<file path="src/rtl/irq_entry_pkg.sv">
package irq_entry_pkg;

  // Sequencer steps; the order is the behaviour.
  typedef enum logic [2:0] {
    ST_IDLE  = 3'd0,
    ST_FETCH = 3'd1,
    ST_LATCH = 3'd2,
    ST_SAVE  = 3'd3,
    ST_JUMP  = 3'd4,
    ST_FIN   = 3'd5
  } entry_state_e;

endpackage

</file>
<file path="src/rtl/irq_entry_gate.sv">
module irq_entry_gate #(
  parameter int NUM_LEVELS = 6,
  parameter int LVL_W      = 3
) (
  input  logic             start_i,
  input  logic             insn_done_i,
  input  logic             idle_i,
  input  logic [LVL_W-1:0] level_i,
  output logic             accept_o
);

  // Level range test kept as a function so the bench can restate it.
  function automatic logic level_in_range(input logic [LVL_W-1:0] lvl);
    return int'(lvl) < NUM_LEVELS;
  endfunction

  logic lvl_ok;

  always_comb begin
    lvl_ok   = level_in_range(level_i);
    accept_o = start_i && insn_done_i && idle_i && lvl_ok;
  end

endmodule

</file>
<file path="src/rtl/irq_entry_ctl.sv">
module irq_entry_ctl
  import irq_entry_pkg::*;
(
  input  logic clk,
  input  logic rst_n,
  input  logic accept_i,
  output logic idle_o,
  output logic rd_vec_o,
  output logic cap_ea_o,
  output logic wr_ret_o,
  output logic load_iar_o,
  output logic done_o,
  output logic busy_o
);

  entry_state_e state_q, state_d;

  always_comb begin
    state_d = state_q;
    unique case (state_q)
      ST_IDLE:  if (accept_i) state_d = ST_FETCH;
      ST_FETCH: state_d = ST_LATCH;
      ST_LATCH: state_d = ST_SAVE;
      ST_SAVE:  state_d = ST_JUMP;
      ST_JUMP:  state_d = ST_FIN;
      ST_FIN:   state_d = ST_IDLE;
      default:  state_d = ST_IDLE;
    endcase
  end

  always_ff @(posedge clk or negedge rst_n) begin
    if (!rst_n) state_q <= ST_IDLE;
    else        state_q <= state_d;
  end

  always_comb begin
    idle_o     = (state_q == ST_IDLE);
    rd_vec_o   = (state_q == ST_FETCH);
    cap_ea_o   = (state_q == ST_LATCH);
    wr_ret_o   = (state_q == ST_SAVE);
    load_iar_o = (state_q == ST_JUMP);
    done_o     = (state_q == ST_FIN);
    busy_o     = !idle_o;
  end

  // each step strictly follows its predecessor
  a_r5_latch_after_fetch: assert property (@(posedge clk) disable iff (!rst_n)
    cap_ea_o |-> $past(rd_vec_o));
  a_r5_fin_after_jump: assert property (@(posedge clk) disable iff (!rst_n)
    done_o |-> $past(load_iar_o));
  a_r5_one_step: assert property (@(posedge clk) disable iff (!rst_n)
    $onehot0({rd_vec_o, cap_ea_o, wr_ret_o, load_iar_o, done_o}));

endmodule

</file>
<file path="src/rtl/irq_entry_dp.sv">
module irq_entry_dp #(
  parameter int AW         = 16,
  parameter int VEC_BASE   = 8,
  parameter int LVL_W      = 3
) (
  input  logic             clk,
  input  logic             rst_n,
  input  logic             accept_i,
  input  logic             rd_vec_i,
  input  logic             cap_ea_i,
  input  logic             wr_ret_i,
  input  logic [LVL_W-1:0] level_i,
  input  logic [AW-1:0]    iar_i,
  input  logic [AW-1:0]    rdata_i,
  output logic [AW-1:0]    addr_o,
  output logic [AW-1:0]    wdata_o,
  output logic [AW-1:0]    iar_next_o
);

  // Vector slot address for a level.
  function automatic logic [AW-1:0] vector_slot(input logic [LVL_W-1:0] lvl);
    return AW'(VEC_BASE + int'(lvl));
  endfunction

  // Handler start: word after the saved return address, wrapping.
  function automatic logic [AW-1:0] handler_start(input logic [AW-1:0] ea);
    return ea + AW'(1);
  endfunction

  logic [LVL_W-1:0] lvl_q;
  logic [AW-1:0]    ret_q;
  logic [AW-1:0]    ea_q;

  always_ff @(posedge clk or negedge rst_n) begin
    if (!rst_n) begin
      lvl_q <= '0;
      ret_q <= '0;
    end else if (accept_i) begin
      lvl_q <= level_i;
      ret_q <= iar_i;
    end
  end

  always_ff @(posedge clk or negedge rst_n) begin
    if (!rst_n)        ea_q <= '0;
    else if (cap_ea_i) ea_q <= rdata_i;
  end

  always_comb begin
    addr_o     = rd_vec_i ? vector_slot(lvl_q) : (wr_ret_i ? ea_q : '0);
    wdata_o    = wr_ret_i ? ret_q : '0;
    iar_next_o = handler_start(ea_q);
  end

  // the address written is the word read back one cycle earlier
  a_r2_ea_from_read: assert property (@(posedge clk) disable iff (!rst_n)
    wr_ret_i |-> addr_o == $past(rdata_i));

endmodule

</file>
<file path="src/rtl/irq_entry_seq.sv">
module irq_entry_seq #(
  parameter int AW         = 16,
  parameter int VEC_BASE   = 8,
  parameter int NUM_LEVELS = 6,
  parameter int LVL_W      = 3
) (
  input  logic             clk,
  input  logic             rst_n,
  input  logic             start_i,
  input  logic             insn_done_i,
  input  logic [LVL_W-1:0] level_i,
  input  logic [AW-1:0]    iar_i,
  output logic             mem_req_o,
  output logic             mem_we_o,
  output logic [AW-1:0]    mem_addr_o,
  output logic [AW-1:0]    mem_wdata_o,
  input  logic [AW-1:0]    mem_rdata_i,
  output logic             iar_load_o,
  output logic [AW-1:0]    iar_next_o,
  output logic             busy_o,
  output logic             done_o
);

  // Named internal events
  logic accept_w;
  logic idle_w;
  logic rd_vec_w;
  logic cap_ea_w;
  logic wr_ret_w;
  logic load_w;

  irq_entry_gate #(
    .NUM_LEVELS (NUM_LEVELS),
    .LVL_W      (LVL_W)
  ) u_gate (
    .start_i     (start_i),
    .insn_done_i (insn_done_i),
    .idle_i      (idle_w),
    .level_i     (level_i),
    .accept_o    (accept_w)
  );

  irq_entry_ctl u_ctl (
    .clk        (clk),
    .rst_n      (rst_n),
    .accept_i   (accept_w),
    .idle_o     (idle_w),
    .rd_vec_o   (rd_vec_w),
    .cap_ea_o   (cap_ea_w),
    .wr_ret_o   (wr_ret_w),
    .load_iar_o (load_w),
    .done_o     (done_o),
    .busy_o     (busy_o)
  );

  irq_entry_dp #(
    .AW       (AW),
    .VEC_BASE (VEC_BASE),
    .LVL_W    (LVL_W)
  ) u_dp (
    .clk        (clk),
    .rst_n      (rst_n),
    .accept_i   (accept_w),
    .rd_vec_i   (rd_vec_w),
    .cap_ea_i   (cap_ea_w),
    .wr_ret_i   (wr_ret_w),
    .level_i    (level_i),
    .iar_i      (iar_i),
    .rdata_i    (mem_rdata_i),
    .addr_o     (mem_addr_o),
    .wdata_o    (mem_wdata_o),
    .iar_next_o (iar_next_o)
  );

  always_comb begin
    mem_req_o  = rd_vec_w || wr_ret_w;
    mem_we_o   = wr_ret_w;
    iar_load_o = load_w;
  end

  // reads only hit the vector table
  a_r1_vec_window: assert property (@(posedge clk) disable iff (!rst_n)
    (mem_req_o && !mem_we_o) |->
      (int'(mem_addr_o) >= VEC_BASE && int'(mem_addr_o) < VEC_BASE + NUM_LEVELS));
  // a read comes right after an accepted request
  a_r1_read_after_accept: assert property (@(posedge clk) disable iff (!rst_n)
    (mem_req_o && !mem_we_o) |-> $past(accept_w));
  // written data is the IAR seen at acceptance
  a_r3_saved_iar: assert property (@(posedge clk) disable iff (!rst_n)
    (mem_req_o && mem_we_o) |-> (mem_wdata_o == $past(iar_i, 3)));
  // write two cycles after the vector read
  a_r5_write_after_read: assert property (@(posedge clk) disable iff (!rst_n)
    (mem_req_o && mem_we_o) |-> $past(mem_req_o && !mem_we_o, 2));
  // new IAR is the written address plus one
  a_r4_next_after_ea: assert property (@(posedge clk) disable iff (!rst_n)
    iar_load_o |-> (iar_next_o == $past(mem_addr_o) + AW'(1)) && $past(mem_req_o && mem_we_o));
  // no acceptance while busy
  a_r6_quiet_when_busy: assert property (@(posedge clk) disable iff (!rst_n)
    busy_o |=> !(mem_req_o && !mem_we_o) || $past(done_o));

endmodule

</file>
<file path="config.mk">
export PLATFORM = sky130hd
export DESIGN_NAME = irq_entry_seq
export DESIGN_NICKNAME = d
export VERILOG_FILES = /design/src/rtl/irq_entry_pkg.sv /design/src/rtl/irq_entry_gate.sv /design/src/rtl/irq_entry_ctl.sv /design/src/rtl/irq_entry_dp.sv /design/src/rtl/irq_entry_seq.sv
export SDC_FILE = /design/constraint.sdc
export NUM_CORES = 1
export LEC_CHECK = 0
export BUFFER_PORTS_ARGS = -buffer_cell sky130_fd_sc_hd__buf_4
export CORE_MARGIN = 2
export CORE_UTILIZATION = 49
export CTS_BUF_LIST = sky130_fd_sc_hd__clkbuf_2
export DETAILED_ROUTE_END_ITERATION = 16
export PLACE_DENSITY = 0.83
export SYNTH_ARGS = -nofsm -noshare
export SYNTH_HDL_FRONTEND = slang
export SYNTH_HIERARCHICAL = 1
export SYNTH_SLANG_ARGS = --single-unit
</file>
<file path="constraint.sdc">
create_clock -name clk -period 2.81 [get_ports clk]
set_input_delay 0.562 -clock clk [delete_from_list [all_inputs] [get_ports clk]]
set_output_delay 0.562 -clock clk [all_outputs]
set_load 0.02 [all_outputs]
</file>
**Word-level counts from Yosys, hierarchy flattened**

Cells that the tools add are included.

- Register bits: 38
- Output and inout port bits: 53
- Bits of input ports: 39
- Logic and storage cells: 24

- Eq/ne operators: 6
- Mux-type cells: 5
- $add $sub $neg: 2
- Reductions and logical operators: 6
- $lt $le $gt $ge: 1

Operator list:

| kind | count |
|---|---|
| 16-bit two-way mux | 3 |
| 16-bit by 1-bit adder with 16-bit output (second input constant) | 1 |
| 3-bit case mux with 5 select lines | 1 |
| 3-bit by 2-bit == test with 1-bit output (second input constant) | 2 |
| 3-bit == test (second input constant) | 2 |
| 4-bit by 3-bit adder with 5-bit output (first input constant) | 1 |
| 3-bit by 1-bit == test with 1-bit output (second input constant) | 1 |
| 1-bit logical AND | 3 |
| 3-bit logical NOT | 1 |
| 3-bit < comparator (second input constant) | 1 |
| 3-bit two-way mux | 1 |
| 2-bit != test (second input constant) | 1 |
| 1-bit logical NOT | 1 |
| 1-bit logical OR | 1 |

**Logic depth before layout (Yosys ltp)**

- Depth after elaboration: 5
- Mapped depth: 8
- Depth with buffers taken out: 6

**Cells and area by module**

Netlist, hierarchy kept.

Modules (own cells, without submodules):

| module | cells each | area each (µm²) | sequential area each (µm²) | instances |
|---|---|---|---|---|
| irq_entry_dp | 164 | 1,838.0 | 875.8 | 1 |
| irq_entry_ctl | 19 | 190.2 | 75.1 | 1 |
| irq_entry_gate | 2 | 13.8 | 0.0 | 1 |
| irq_entry_seq | 1 | 6.3 | 0.0 | 1 |

**Worst setup path before layout**

No wires, ideal clock.

- Path type: register to output
- Start point: reg u_ctl.state_q[0]
- End point: out mem_addr_o[10]
- Data arrival time: 1.617 ns
- Data required time: 2.248 ns
- Stages on the path, launching flop included: 7
- Setup slack: 0.631 ns
- Buffers on the path: 2
- Cell sequence: dfrtp_1 clkbuf_2 nand2_1 nor2_1 nor2b_1 clkbuf_1 and2_1

- Word-level cells in the longest chain between the ends: 3
- Elaborated cells on any way between the ends: 4
- Those cells by class: eq/ne (2); mux (2)

Ends and longest elaborated chain:

| item | line | source |
|---|---|---|
| start, declared | irq_entry_ctl.sv:16 | `entry_state_e state_q, state_d;` |
| start signal, assigned | irq_entry_ctl.sv:33 | `else state_q <= state_d;` |
| 3-bit by 2-bit == test with 1-bit output | irq_entry_ctl.sv:40 | `wr_ret_o = (state_q == ST_SAVE);` |
| via mem_we_o | irq_entry_seq.sv:14 | `output logic mem_we_o,` |
| 16-bit two-way mux (2 in a row) | irq_entry_dp.sv:50 | `addr_o = rd_vec_i ? vector_slot(lvl_q) : (wr_ret_i ? ea_q : '0);` |
| end, declared | irq_entry_seq.sv:15 | `output logic [AW-1:0] mem_addr_o,` |

The timed path passes the listed nets, and every way through them passes these cells.

**Worst setup path in the final report**

- Start point: reg u_dp.ea_q[1]
- End point: out iar_next_o[10]

- Word-level cells in the longest chain between the ends: 1

Ends and longest elaborated chain:

| item | line | source |
|---|---|---|
| start, declared | irq_entry_dp.sv:32 | `logic [AW-1:0] ea_q;` |
| start signal, assigned | irq_entry_dp.sv:46 | `else if (cap_ea_i) ea_q <= rdata_i;` |
| 16-bit by 1-bit adder with 16-bit output | irq_entry_dp.sv:27 | `return ea + AW'(1);` |
| end, declared | irq_entry_seq.sv:19 | `output logic [AW-1:0] iar_next_o,` |

No other way between the ends.

==> metrics.txt <==
# TYPE chip_impl_metric gauge
chip_impl_metric{name="post_synth_instance_area",unit="sq um"} 2050
chip_impl_info{name="outcome",value="finished, final reports clean"} 1
chip_impl_metric{name="clk_transition_reported_paths",unit="ns"} 0.19
chip_impl_metric{name="fp-row-count",unit=""} 23
chip_impl_metric{name="worst_hold_slack",unit="ns"} 0.101
chip_impl_metric{name="timing_max_transition_violations_final",unit=""} 0
chip_impl_metric{name="worstPathRequired",unit="ns"} 2.25
chip_impl_metric{name="critical-path-max-stage-delay",unit="ns"} 0.49
chip_impl_metric{name="largest_net_degree_at_the_start_of_global_routing",unit=""} 39
chip_impl_metric{name="r2r_setup_slack",unit="ns"} 0.91
chip_impl_metric{name="grt_pass1_wl",unit="mm"} 7.33
chip_impl_metric{name="cp.arrival",unit="ns"} 2.00
chip_impl_metric{name="max-slew-margin-rel",unit="%"} 68.3
chip_impl_metric{name="cts_buffers",unit=""} 5
chip_impl_metric{name="detailedRoute.firstPassIterationCount",unit=""} 4
chip_impl_metric{name="power.density",unit="nW/um^2"} 1130
chip_impl_metric{name="critical_path_peak_fanout",unit=""} 6
chip_impl_metric{name="finClkSkew",unit="ns"} 0.0105
chip_impl_metric{name="synth_edf_count",unit=""} 0
chip_impl_metric{name="h-tree-depth",unit=""} 2
chip_impl_metric{name="hpwlAfterDp",unit="mm"} 3.63
chip_impl_metric{name="clk-insertion-delay-late",unit="ns"} 0.38
chip_impl_metric{name="period_minus_slack",unit="ns"} 2.56
chip_impl_metric{name="synth_cell_types",unit=""} 34
chip_impl_info{name="clock_tree.root_cell",value="sky130_fd_sc_hd__clkbuf_2"} 1
chip_impl_info{name="synth_flop_cell",value="sky130_fd_sc_hd__dfrtp_1"} 1
chip_impl_metric{name="track_usage",unit="%"} 21.3
chip_impl_metric{name="initial_core_utilization",unit="%"} 51.2
chip_impl_metric{name="numPortBuffers",unit=""} 91
chip_impl_info{name="worstPathCellList",value="ha_1 -> nand4_1 -> nor3_1 -> xor2_1 -> buf_4"} 1
chip_impl_metric{name="global_route.overflow_total",unit=""} 0
chip_impl_info{name="tritoncts",value="done"} 1
chip_impl_metric{name="timing.final.hold_violations",unit=""} 0
chip_impl_info{name="synth_top_cells_by_area",value="sky130_fd_sc_hd__dfrtp_1 (46%), sky130_fd_sc_hd__mux2_2 (15%), sky130_fd_sc_hd__and2_1 (8.6%), sky130_fd_sc_hd__xor2_1 (3.8%), sky130_fd_sc_hd__nand2_1 (2.7%)"} 1
chip_impl_metric{name="synthesis.instances",unit=""} 186
chip_impl_metric{name="floorplan.core_area",unit="sq um"} 4000
chip_impl_metric{name="syn_area_per_cell",unit="sq um"} 11.0
chip_impl_info{name="yosysTopAreaCell",value="sky130_fd_sc_hd__dfrtp_1"} 1
chip_impl_metric{name="routed_wire_length_per_instance",unit="um"} 14.3
chip_impl_metric{name="max-clock-path-buffers",unit=""} 2
chip_impl_metric{name="cts_repair_resize_count",unit=""} 0
chip_impl_metric{name="tightest_slew",unit="ns"} 0.475
chip_impl_metric{name="viasPerCell",unit=""} 5.14
chip_impl_metric{name="finish.net_count",unit=""} 318
chip_impl_metric{name="yosys_warnings",unit=""} 6
chip_impl_metric{name="final_core_util",unit="%"} 71.7
chip_impl_metric{name="numClockSinks",unit=""} 38
chip_impl_metric{name="share_of_async_settable_or_async_resettable_flops_after_synthesis",unit="%"} 100
chip_impl_metric{name="postSynthRegisterBits",unit=""} 38
chip_impl_metric{name="synthToLayoutAreaGrowth",unit="%"} 40.1
chip_impl_metric{name="die_footprint",unit="sq um"} 4710
chip_impl_metric{name="seq_area_frac_synth",unit="%"} 46.4
chip_impl_metric{name="cellLeakagePower",unit="nW"} 1.38
chip_impl_metric{name="power.total",unit="mW"} 3.25
chip_impl_metric{name="vdd_ir_drop_max",unit="mV"} 0.797
chip_impl_metric{name="setup_total_negative_slack",unit="ns"} 0
chip_impl_metric{name="place_area",unit="sq um"} 2780
chip_impl_metric{name="cts_hold_repair.buffers",unit=""} 0
chip_impl_metric{name="drt_drc_violations_left",unit=""} 0
chip_impl_metric{name="num_antenna_cells",unit=""} 0
chip_impl_metric{name="finalCritPeriodShare",unit="%"} 91.1
chip_impl_metric{name="design_area",unit="sq um"} 2870
chip_impl_metric{name="grt_antenna_before_repair",unit=""} 0
chip_impl_info{name="grt_setup_unrepaired",value="false"} 1
chip_impl_metric{name="maxClockFrequency",unit="MHz"} 391
chip_impl_info{name="synth_common_cells",value="sky130_fd_sc_hd__dfrtp_1 (38), sky130_fd_sc_hd__and2_1 (28), sky130_fd_sc_hd__mux2_2 (28)"} 1
chip_impl_metric{name="die_h",unit="um"} 68.7
chip_impl_info{name="criticalPathCategory",value="reg2out"} 1
chip_impl_metric{name="routabilityCongestion",unit=""} 0.804
chip_impl_metric{name="fp.dieW",unit="um"} 68.7
chip_impl_metric{name="detailroute.via_count",unit=""} 1692
chip_impl_metric{name="drv_cap",unit=""} 0
chip_impl_metric{name="iteration_0_drc_count_of_the_detailed_router",unit=""} 72
chip_impl_info{name="timing.critical_path.from_type",value="register"} 1
chip_impl_info{name="crit_path_end_kind",value="primary output"} 1
chip_impl_info{name="synth.most_common_cell",value="sky130_fd_sc_hd__dfrtp_1"} 1
chip_impl_info{name="critical-path-slowest-cell",value="sky130_fd_sc_hd__dfrtp_1"} 1
chip_impl_metric{name="cts.repair_timing.setup_buffer_count",unit=""} 0
chip_impl_metric{name="synth_nets",unit=""} 226
chip_impl_metric{name="finalSetupViolations",unit=""} 0
chip_impl_metric{name="drive_gt1_share",unit="%"} 51.3
chip_impl_metric{name="fill_cells",unit=""} 307
chip_impl_info{name="timing.hold.worst.class",value="in2async"} 1
chip_impl_metric{name="ioPinCount",unit=""} 92
chip_impl_metric{name="route.final.wire_length",unit="mm"} 4.71
chip_impl_metric{name="post-synth-top-area-fraction",unit="%"} 46.4
chip_impl_metric{name="antenna_left",unit=""} 0
chip_impl_metric{name="first_global_vias",unit=""} 1647
## cell type report
class / instances / area [sq um] / area share, %
multi-input cells: 132 / 1030 / 35.8
well taps: 50 / 62.6 / 2.18
flip-flops and latches: 38 / 951 / 33.1
repair buffers: 96 / 721 / 25.1
clock buffers: 5 / 25.0 / 0.872
inverters: 5 / 18.8 / 0.654
clock inverters: 3 / 63.8 / 2.22
## where the power goes
group / leakage, nW / total (mW) / switching, mW / internal, mW
Sequential: 0.455 / 1.12 / 0.302 / 0.822
Combinational: 0.871 / 1.71 / 0.867 / 0.842
Clock: 0.0506 / 0.418 / 0.180 / 0.237
Total: 1.38 / 3.25 / 1.35 / 1.90
## state kept, by name, indices dropped and copies added (netlist names)
signal and cells:
u_dp/ea_q 16, u_dp/ret_q 16, u_ctl/state_q 3, u_dp/lvl_q 3
## critical path: cells and delay by family, from the launching register on
| family | cells | cell delay [ns] |
|---|---|---|
| fa+ha+maj | 1 | 0.24 |
| simple gates | 2 | 0.58 |
| buf+inv | 1 | 0.15 |
| xor+xnor | 1 | 0.17 |
| flops | 1 | 0.49 |
## placed cells by master, fill, tap and decap left out, drive strengths merged, types with 2 or more instances in the layout
master	count
nor2	5
xor2	9
dfrtp	38
o21ai	7
xnor2	6
inv	5
nor3b	3
nand4	4
clkbuf	5
mux2	31
nor4	4
bufinv	2
buf	96
nand3	6
nand2	15
nor3	5
and2	28
## per-stage QoR
stage	std cells	worst slack, ns
after floorplan	186	0.631
after global placement	321	0.617
after detailed placement	321	0.528
after CTS	329	0.0722
after global routing	329	0.0608
final	329	0.251
## metal layers
metal | vias to the layer above | share of wire (%) | GRT usage (%)
li1 | 814 | - | -
met4 | 0 | 1.9 | 7.25
met3 | 8 | 7.1 | 7.14
met1 | 822 | 41 | 25.1
met2 | 48 | 50 | 36.3
met5 | - | 0 | 0
## logic make-up (layout without fill, tap and decap cells)
logic type / count (synthesis) / count (layout) / share of synthesized area, %
buffers and inverters: 16 / 109 / 3.79
xor gates and xnor gates: 15 / 15 / 6.41
adders and majority gates: 1 / 1 / 0.611
AOI/OAI and AO/OA: 11 / 11 / 3.24
DFF: 38 / 38 / 46.4
and+or+nand+nor: 74 / 74 / 22.5
muxes: 31 / 31 / 17.0
## path summary, 6_finish.rpt
path	startpoint	endpoint	cells past startpoint
setup / recovery	u_dp/ea_q[1]	iar_next_o[10]	5
hold / removal	rst_n	u_dp/ret_q[14]	1
setup reg to reg	u_ctl/state_q[2]	u_dp/ret_q[13]	6
hold reg to reg	u_dp/ret_q[5]	u_dp/ret_q[5]	1
max in group asynchronous	rst_n	u_dp/ea_q[13]	1
min in group clk	mem_rdata_i[0]	u_dp/ea_q[0]	3
Note: power is estimated with default switching activity, not from simulation.
